## src/rtl/wdt_pkg.sv

```systemverilog
package wdt_pkg;
  typedef enum logic [1:0] {
    SEL_CTRL   = 2'd0,
    SEL_SVC    = 2'd1,
    SEL_STATUS = 2'd2,
    SEL_NONE   = 2'd3
  } wdt_sel_e;

  localparam logic [7:0] KEY_ARM  = 8'h55;
  localparam logic [7:0] KEY_FIRE = 8'hAA;
  localparam logic [7:0] STAT_HARD = 8'h80;
  localparam logic [7:0] STAT_WDOG = 8'h20;

  function automatic int unsigned wdt_exp(input logic [2:0] code);
    case (code)
      3'd0: return 9;
      3'd1: return 11;
      3'd2: return 13;
      3'd3: return 15;
      3'd4: return 18;
      3'd5: return 20;
      3'd6: return 22;
      default: return 24;
    endcase
  endfunction

  // terminal count (period - 1) after shortening
  function automatic int unsigned wdt_last(input logic [2:0] code, input int unsigned shift);
    int unsigned e;
    e = wdt_exp(code);
    e = (e > shift) ? e - shift : 0;
    return (32'd1 << e) - 32'd1;
  endfunction
endpackage

```

## src/rtl/wdt_ctrl_reg.sv

```systemverilog
module wdt_ctrl_reg (
  input  logic       clk_i,
  input  logic       rst_ni,
  input  logic       clr_i,
  input  logic       wr_i,
  input  logic [7:0] wdata_i,
  input  logic       ta_set_i,
  output logic       en_o,
  output logic       rsel_o,
  output logic [2:0] tsel_o,
  output logic       ta_en_o,
  output logic       ta_flag_o
);
  logic locked_q;

  always_ff @(posedge clk_i or negedge rst_ni) begin
    if (!rst_ni) begin
      locked_q <= 1'b0;
      en_o     <= 1'b0;
      rsel_o   <= 1'b0;
      tsel_o   <= '0;
      ta_en_o  <= 1'b0;
    end else if (clr_i) begin
      locked_q <= 1'b0;
      en_o     <= 1'b0;
      rsel_o   <= 1'b0;
      tsel_o   <= '0;
      ta_en_o  <= 1'b0;
    end else if (wr_i && !locked_q) begin
      locked_q <= 1'b1;
      en_o     <= wdata_i[7];
      rsel_o   <= wdata_i[6];
      tsel_o   <= wdata_i[5:3];
      ta_en_o  <= wdata_i[2];
    end
  end

  // set wins over write-one-to-clear
  always_ff @(posedge clk_i or negedge rst_ni) begin
    if (!rst_ni)                  ta_flag_o <= 1'b0;
    else if (clr_i)               ta_flag_o <= 1'b0;
    else if (ta_set_i)            ta_flag_o <= 1'b1;
    else if (wr_i && wdata_i[1])  ta_flag_o <= 1'b0;
  end
endmodule

```

## src/rtl/wdt_key.sv

```systemverilog
module wdt_key (
  input  logic       clk_i,
  input  logic       rst_ni,
  input  logic       clr_i,
  input  logic       wr_i,
  input  logic [7:0] wdata_i,
  output logic       restart_o
);
  import wdt_pkg::*;
  logic armed_q;

  always_ff @(posedge clk_i or negedge rst_ni) begin
    if (!rst_ni)    armed_q <= 1'b0;
    else if (clr_i) armed_q <= 1'b0;
    else if (wr_i)  armed_q <= (wdata_i == KEY_ARM);
  end

  assign restart_o = wr_i && armed_q && (wdata_i == KEY_FIRE);
endmodule

```

## src/rtl/wdt_counter.sv

```systemverilog
module wdt_counter #(
  parameter int unsigned CNT_W = 24
) (
  input  logic             clk_i,
  input  logic             rst_ni,
  input  logic             en_i,
  input  logic             clr_i,
  input  logic [CNT_W-1:0] last_i,
  output logic             expire_o
);
  logic [CNT_W-1:0] cnt_q;

  assign expire_o = en_i && (cnt_q == last_i);

  always_ff @(posedge clk_i or negedge rst_ni) begin
    if (!rst_ni)               cnt_q <= '0;
    else if (clr_i || !en_i)   cnt_q <= '0;
    else if (expire_o)         cnt_q <= '0;
    else                       cnt_q <= cnt_q + 1'b1;
  end
endmodule

```

## src/rtl/wdt_keyed.sv

```systemverilog
module wdt_keyed #(
  parameter int unsigned TO_SHIFT = 0
) (
  input  logic       clk_i,
  input  logic       rst_ni,
  input  logic       wr_en_i,
  input  logic [1:0] wr_sel_i,
  input  logic [7:0] wr_data_i,
  output logic [7:0] ctrl_o,
  output logic [7:0] status_o,
  output logic       rst_req_o,
  output logic       irq_o,
  output logic       xfer_ack_o
);
  import wdt_pkg::*;

  localparam int unsigned CNT_W = (TO_SHIFT < 24) ? 24 - TO_SHIFT : 1;

  logic en, rsel, ta_en, ta_flag;
  logic [2:0] tsel;
  logic restart, expire, take, ta_first, fire_rst, fire_irq;
  logic [CNT_W-1:0] last;
  logic wr_ctrl, wr_svc;

  assign wr_ctrl = wr_en_i && (wr_sel_i == SEL_CTRL);
  assign wr_svc  = wr_en_i && (wr_sel_i == SEL_SVC);
  assign last    = CNT_W'(wdt_last(tsel, TO_SHIFT));

  assign take     = expire && (!ta_en || ta_flag);
  assign ta_first = expire && ta_en && !ta_flag;
  assign fire_rst = take && rsel;
  assign fire_irq = take && !rsel;

  wdt_ctrl_reg u_ctrl (
    .clk_i, .rst_ni,
    .clr_i    (fire_rst),
    .wr_i     (wr_ctrl),
    .wdata_i  (wr_data_i),
    .ta_set_i (ta_first),
    .en_o     (en),
    .rsel_o   (rsel),
    .tsel_o   (tsel),
    .ta_en_o  (ta_en),
    .ta_flag_o(ta_flag)
  );

  wdt_key u_key (
    .clk_i, .rst_ni,
    .clr_i    (fire_rst),
    .wr_i     (wr_svc),
    .wdata_i  (wr_data_i),
    .restart_o(restart)
  );

  wdt_counter #(.CNT_W(CNT_W)) u_cnt (
    .clk_i, .rst_ni,
    .en_i    (en),
    .clr_i   (restart || fire_rst),
    .last_i  (last),
    .expire_o(expire)
  );

  always_ff @(posedge clk_i or negedge rst_ni) begin
    if (!rst_ni) begin
      rst_req_o  <= 1'b0;
      xfer_ack_o <= 1'b0;
      irq_o      <= 1'b0;
      status_o   <= STAT_HARD;
    end else begin
      rst_req_o  <= fire_rst;
      xfer_ack_o <= ta_first;
      if (fire_rst)      irq_o <= 1'b0;
      else if (restart)  irq_o <= 1'b0;
      else if (fire_irq) irq_o <= 1'b1;
      if (fire_rst) status_o <= STAT_WDOG;
    end
  end

  assign ctrl_o = {en, rsel, tsel, ta_en, ta_flag, 1'b0};
endmodule

```

## config.mk

```make
export PLATFORM = sky130hd
export DESIGN_NAME = wdt_keyed
export DESIGN_NICKNAME = d
export VERILOG_FILES = /design/src/rtl/wdt_pkg.sv /design/src/rtl/wdt_ctrl_reg.sv /design/src/rtl/wdt_key.sv /design/src/rtl/wdt_counter.sv /design/src/rtl/wdt_keyed.sv
export SDC_FILE = /design/constraint.sdc
export NUM_CORES = 1
export LEC_CHECK = 0
export BUFFER_PORTS_ARGS = -buffer_cell sky130_fd_sc_hd__buf_4
export CORE_MARGIN = 5
export CORE_UTILIZATION = 55
export CTS_CLUSTER_DIAMETER = 200
export DETAILED_ROUTE_END_ITERATION = 16
export GPL_TIMING_DRIVEN = 1
export PLACE_DENSITY = 0.77
export SLEW_MARGIN = 10
export SYNTH_ARGS = -nofsm -noshare
export SYNTH_HDL_FRONTEND = slang
export SYNTH_SLANG_ARGS = --single-unit
```

## constraint.sdc

```tcl
create_clock -name clk_i -period 2.3 [get_ports clk_i]
set_input_delay 0.115 -clock clk_i [delete_from_list [all_inputs] [get_ports clk_i]]
set_output_delay 0.115 -clock clk_i [all_outputs]
set_load 0.05 [all_outputs]
```

==> impl_metrics.yaml, run 1 <==
status:
  status: "finished, final reports clean"
clock_tree:
  htree_num_levels: 2
  clkTransAtPathRegs_ps: 60
  cts_tree: "yes"
  cts_sinks: 38
  root_buffer: "clkbuf_8"
  cts_max_path_buffers: 2
  clk-insertion-delay-late_ps: 290
  cts_buffers: 5
  cts_resized: 0
timing:
  max_clock_freq_mhz: 478
  fin_skew_ps: 5.83
  finalHoldViolations: 0
  period_needed_ps: 2090
  setup_violations: 0
  fin_crit_sh_pct: 91.0
  rsz0062_at_grt: "no"
  slew_violations: 0
  setup_tns_ps: 0
logic_synthesis:
  syn_inst: 218
  yosysWarnings: 0
  synth-edff-count: 0
  ys_async_sr_fraction_pct: 100
  synth_top_area_share_pct: 43.9
  ys_seq_elements: 38
  seq_area_frac_synth_pct: 45.1
  syn_area_per_cell_um2: 9.68
  ys_types: 50
  ys_top_cells_by_area: "dfrtp_1 44%, nor2_1 7.3%, xnor2_1 6.2%"
  yosysMostFrequentCell: "nor2_1"
  synth_top_area_cell: "dfrtp_1"
  synth_flop_cell: "dfrtp_1"
  netlist_area_um2: 2110
  synth_common_cells: "41 x nor2_1, 37 x dfrtp_1, 15 x xnor2_1"
hold_path:
  min-delay-start: "wr_data_i[2]"
  min_path_type: "in -> reg"
  whs_endpoint: "u_ctrl.ta_en_o"
  hold_path_depth: 3
global_routing:
  grt_pass1_wl_um: 7270
  overflow: 0
  track_usage_pct: 17.9
  grt_pass1_vias: 1501
  grt_max_degree: 39
  grt_antenna_before_repair: 0
worst_setup_path:
  crit_type: "reg -> reg"
  start_kind: "flip-flop"
  crit_path_cell_trace: "or4_1 -> o21ai_0 -> o2111a_1 -> nand4b_4 -> nor3_4 -> nor2_1"
  crit_path_top_delay_cell: "or4_1"
  critPathCaptureType: "flip-flop"
  reg2reg_slack_ps: 210
  cp_num_buf_inv: 0
  rr_endpoint: "u_ctrl.en_o"
  crit_arrival_ps: 2250
  cpPeakStageDelay_ps: 530
  rr_worst_depth: 6
  crit_fanout: 12
  path_delay_family: "simple AND/OR/NAND/NOR gates"
  r2r-start: "u_ctrl.tsel_o[2]"
  cp_data_required_time_ps: 2460
job:
  drv_cap: 0
detailed_routing:
  route.detailed.drc: 0
  first_pass_iters: 6
  vias_per_cell: 5.45
  route.vias.total: 1597
  totalWireLength_um: 4160
  dr.first_iter.drc_count: 96
  post_drt_wl_per_cell_um: 14.2
  ant_nets: 0
placement:
  post-dp-hpwl_um: 3000
  placed_cell_area_um2: 2310
  globalplace.congestion: 0.822
  dp.cells: 284
  portBuffers: 24
finish:
  fin_cells: 293
  fin_area_um2: 2400
  fillCellCount: 325
  drive_gt1_share_pct: 17.6
  area_delta_synth_final_pct: 13.6
  fin_nets: 259
  diodes: 0
power_and_ir_drop:
  irDropWorstVdd_v: 0.000465
  leakage_nw: 1.04
  powerDensity_nw_per_um2: 672
floorplanning:
  fp.dieW_um: 72.0
  die_y_um: 72.0
  design.die.area_um2: 5180
  boundaryPins: 32
  core.rowCount: 22
  floorplan.initialDensity_pct: 57.2
  coreArea_um2: 3690
==> worst reg2reg max path, stage by stage (launching register included) <==
cell	delay, ps
dfrtp_1	490
or4_1	530
o21ai_0	80
o2111a_1	250
nand4b_4	160
nor3_4	350
nor2_1	100
==> cells by family (layout without fill, tap and decap cells) <==
| family | count (synthesis) | in the layout | share of synthesized area [%] |
|---|---|---|---|
| and+or+nand+nor | 109 | 109 | 28.9 |
| DFF | 38 | 38 | 45.1 |
| other | 1 | 7 | 0.178 |
| AOI/OAI and AO/OA | 19 | 19 | 6.76 |
| xor gates and xnor gates | 22 | 22 | 9.13 |
| buffers and inverters | 22 | 43 | 6.34 |
| muxes | 4 | 4 | 1.90 |
| adders and majority gates | 3 | 3 | 1.66 |
==> placed cells by master, fill, tap and decap left out, types with 5 or more instances in the layout <==
| cell | instances |
|---|---|
| clkbuf_8 | 5 |
| xnor2_1 | 15 |
| o21ai_0 | 5 |
| nand4_1 | 6 |
| xor2_1 | 7 |
| buf_4 | 28 |
| conb_1 | 7 |
| nand2_1 | 11 |
| nor3_1 | 7 |
| nor2_1 | 41 |
| dfrtp_1 | 37 |
| inv_1 | 5 |
| nand3_1 | 12 |
==> routing by layer <==
layer	vias to the layer above	routed length, µm	GRT usage (%)
li1	786	-	-
met1	756	2010	26.1
met2	46	1880	26.5
met3	9	209	5.12
met4	0	61	4.18
met5	-	0	0
==> registers in the layout (all words and copies together) (netlist names) <==
register          flops
u_cnt.cnt_q          24
status_o              2
u_ctrl.ta_flag_o      1
u_ctrl.locked_q       1
u_ctrl.rsel_o         1
rst_req_o             1
u_key.armed_q         1
irq_o                 1
u_ctrl.ta_en_o        1
u_ctrl.en_o           1
xfer_ack_o            1
u_ctrl.tsel_o         3
==> metrics by stage <==
stage / setup slack (ps) / total power [W] / util, % / hold WS [ps]
after floorplan: 187 / 0.00108 / - / -181
after global placement: 246 / 0.00119 / 62.6 / 109
after CTS: 187 / 0.00163 / 65.0 / 85.7
after detailed placement: 199 / 0.00119 / 62.6 / 107
after global routing: 44.2 / 0.00171 / 65.0 / 107
final: 208 / 0.00161 / 65.0 / 94.4
==> power by group <==
group | internal, W | switching [W] | leakage, nW
sequential | 0.000704 | 0.0000616 | 0.505
clock | 0.000215 | 0.000216 | 0.0395
combinational | 0.000146 | 0.000268 | 0.496
==> worst max-delay path by stage <==
stage	cells after the start	end	start
3_3_place_gp	6	u_ctrl.en_o	u_ctrl.tsel_o[2]
5_1_grt	7	u_ctrl.en_o	u_cnt.cnt_q[0]
2_1_floorplan	6	u_ctrl.en_o	u_ctrl.tsel_o[0]
4_1_cts	6	u_ctrl.en_o	u_ctrl.tsel_o[2]
3_5_place_dp	6	u_key.armed_q	u_ctrl.tsel_o[2]
6_report	6	u_ctrl.en_o	u_ctrl.tsel_o[2]
==> what timing repair did <==
action | 4_1_cts | 5_1_grt
hold endpoints to repair | 37 | 0
buffers inserted | 0 | 0
hold buffers | 1 | 0
==> cell type report <==
cell class	count	area [µm²]	area share, %
Sequential cell	38	952	39.7
Multi-Input combinational cell	164	1050	43.7
Tap cell	48	60.1	2.50
Clock buffer	8	80.1	3.34
Timing Repair Buffer	30	240	10.0
Inverter	5	18.8	0.782
Note: power is estimated with default switching activity, not from simulation.
==> inputs of run 2 (changes only) <==
--- a/config.mk
+++ b/config.mk
@@ -7,11 +7,11 @@
 export LEC_CHECK = 0
 export BUFFER_PORTS_ARGS = -buffer_cell sky130_fd_sc_hd__buf_4
 export CORE_MARGIN = 5
-export CORE_UTILIZATION = 55
+export CORE_UTILIZATION = 56
 export CTS_CLUSTER_DIAMETER = 200
 export DETAILED_ROUTE_END_ITERATION = 16
 export GPL_TIMING_DRIVEN = 1
-export PLACE_DENSITY = 0.77
+export PLACE_DENSITY = 0.79
 export SLEW_MARGIN = 10
 export SYNTH_ARGS = -nofsm -noshare
 export SYNTH_HDL_FRONTEND = slang
==> impl_metrics.yaml, run 2 (synthesis results as in run 1) <==
clock_tree:
  cts_sinks: 38
  clk-insertion-delay-late_ps: 290
  postCtsSetupBuffers: 0
  root_buffer: "clkbuf_8"
  hold_buffers: 1
  cts_max_path_buffers: 2
  clkTransAtPathRegs_ps: 70
  cts_resized: 0
  cts_tree: "yes"
  htree_num_levels: 2
  cts_buffers: 5
timing:
  max_clock_freq_mhz: 466
  timing.final.ws_setup_ps: 153
  slew_violations: 0
  tightest_slew_ps: 718
  setup_violations: 0
  fin_skew_ps: 11.6
  fin_crit_sh_pct: 93.3
  slew_headroom_pct: 52.0
  period_needed_ps: 2150
  rsz0062_at_grt: "no"
  finalHoldViolations: 0
  setup_tns_ps: 0
placement:
  post-dp-hpwl_um: 3160
  globalplace.congestion: 0.802
  portBuffers: 24
  dpl_worst_slack_ps: 184
  dp.cells: 283
floorplanning:
  floorplan.initialDensity_pct: 57.7
  design.die.area_um2: 5100
  coreArea_um2: 3660
  fp.dieW_um: 71.4
  die_y_um: 71.4
  boundaryPins: 32
  core.rowCount: 22
detailed_routing:
  route.vias.total: 1622
  ant_nets: 0
  post_drt_wl_per_cell_um: 14.7
  route.detailed.drc: 0
  dr.first_iter.drc_count: 153
  vias_per_cell: 5.55
  first_pass_iters: 5
  totalWireLength_um: 4300
worst_setup_path:
  critPathCaptureType: "flip-flop"
  start_kind: "flip-flop"
  crit_path_top_delay_cell: "or4_1"
  cpPeakStageDelay_ps: 530
  crit_arrival_ps: 2300
  reg2reg_slack_ps: 150
  cp_data_required_time_ps: 2450
  crit_path_cell_trace: "or4_1 -> o21ai_0 -> o2111a_1 -> nand4b_4 -> nor3_4 -> nor2_1"
  crit_fanout: 11
  crit_type: "reg -> reg"
finish:
  fillCellCount: 320
  fin_nets: 258
  largest_register_ff_count: 24
  layout_common_cells: "41 x nor2_1, 37 x dfrtp_1, 27 x buf_4"
  diodes: 0
  final_util_pct: 65.3
  drive_gt1_share_pct: 17.2
  layout_commonest_cell: "nor2_1"
  fin_cells: 292
  largestRegisters: "u_cnt.cnt_q x24, u_ctrl.tsel_o x3, status_o x2"
  largest-register: "u_cnt.cnt_q"
  area_delta_synth_final_pct: 13.3
power_and_ir_drop:
  total_power_w: 0.00162
  leakage_nw: 1.03
  powerDensity_nw_per_um2: 676
  irDropWorstVdd_v: 0.000440
job:
  drv_cap: 0
status:
  status: "finished, final reports clean"
global_routing:
  track_usage_pct: 18.3
  overflow: 0
  grt_antenna_before_repair: 0
  grt_pass1_wl_um: 7460
  grt_pass1_vias: 1559
  grt_max_degree: 39
hold_path:
  min_path_type: "in -> reg"
[run 2: cell count changes in the layout (fill, tap and decap cells not counted), sizes merged]
cell,delta
buf,-1
[run 2: power by group]
group | leakage [nW] | internal (W) | total, W | switching, W
logic | 0.490 | 0.000151 | 0.000422 | 0.000271
clock network | 0.0395 | 0.000215 | 0.000434 | 0.000219
registers | 0.505 | 0.000704 | 0.000759 | 0.0000555
total | 1.03 | 0.00107 | 0.00162 | 0.000545
[run 2: metal layers]
metal  GRT usage [%]  part of all wire [%]
met2            28.7                    48
met1            24.6                    45
met5               0                     0
met3            4.21                   5.5
met4            6.89                   1.9
[run 2: cell type report]
type,count,area (µm²),share of cell area (%)
multi-input cells,164,1050,43.8
flip-flops and latches,38,952,39.8
repair buffers,29,233,9.73
clock buffers,8,80.1,3.35
well taps,48,60.1,2.51
inverters,5,18.8,0.785
[run 2: per-stage QoR]
step	area, µm²	hold slack [ps]
after floorplan	2130	-181
after global placement	2300	108
after detailed placement	2300	110
after CTS	2390	81.1
after global routing	2390	103
final	2390	85.7
[run 2: path summary, 6_finish.rpt]
kind | startpoint | to | cells after the start
min in group asynchronous | rst_ni | u_ctrl.tsel_o[2] | 2
max reg2reg | u_ctrl.tsel_o[2] | u_ctrl.locked_q | 6
min | wr_data_i[5] | u_ctrl.tsel_o[2] | 3
min reg2reg | status_o[5] | status_o[5] | 1
max | u_ctrl.tsel_o[2] | u_ctrl.locked_q | 6
max in group asynchronous | rst_ni | status_o[7] | 2
[run 2: worst max-delay path: cells and delay by family, from the launching register on]
| family | cells | cell delay (ps) |
|---|---|---|
| flops | 1 | 490 |
| compound gates | 2 | 340 |
| simple gates | 4 | 1170 |
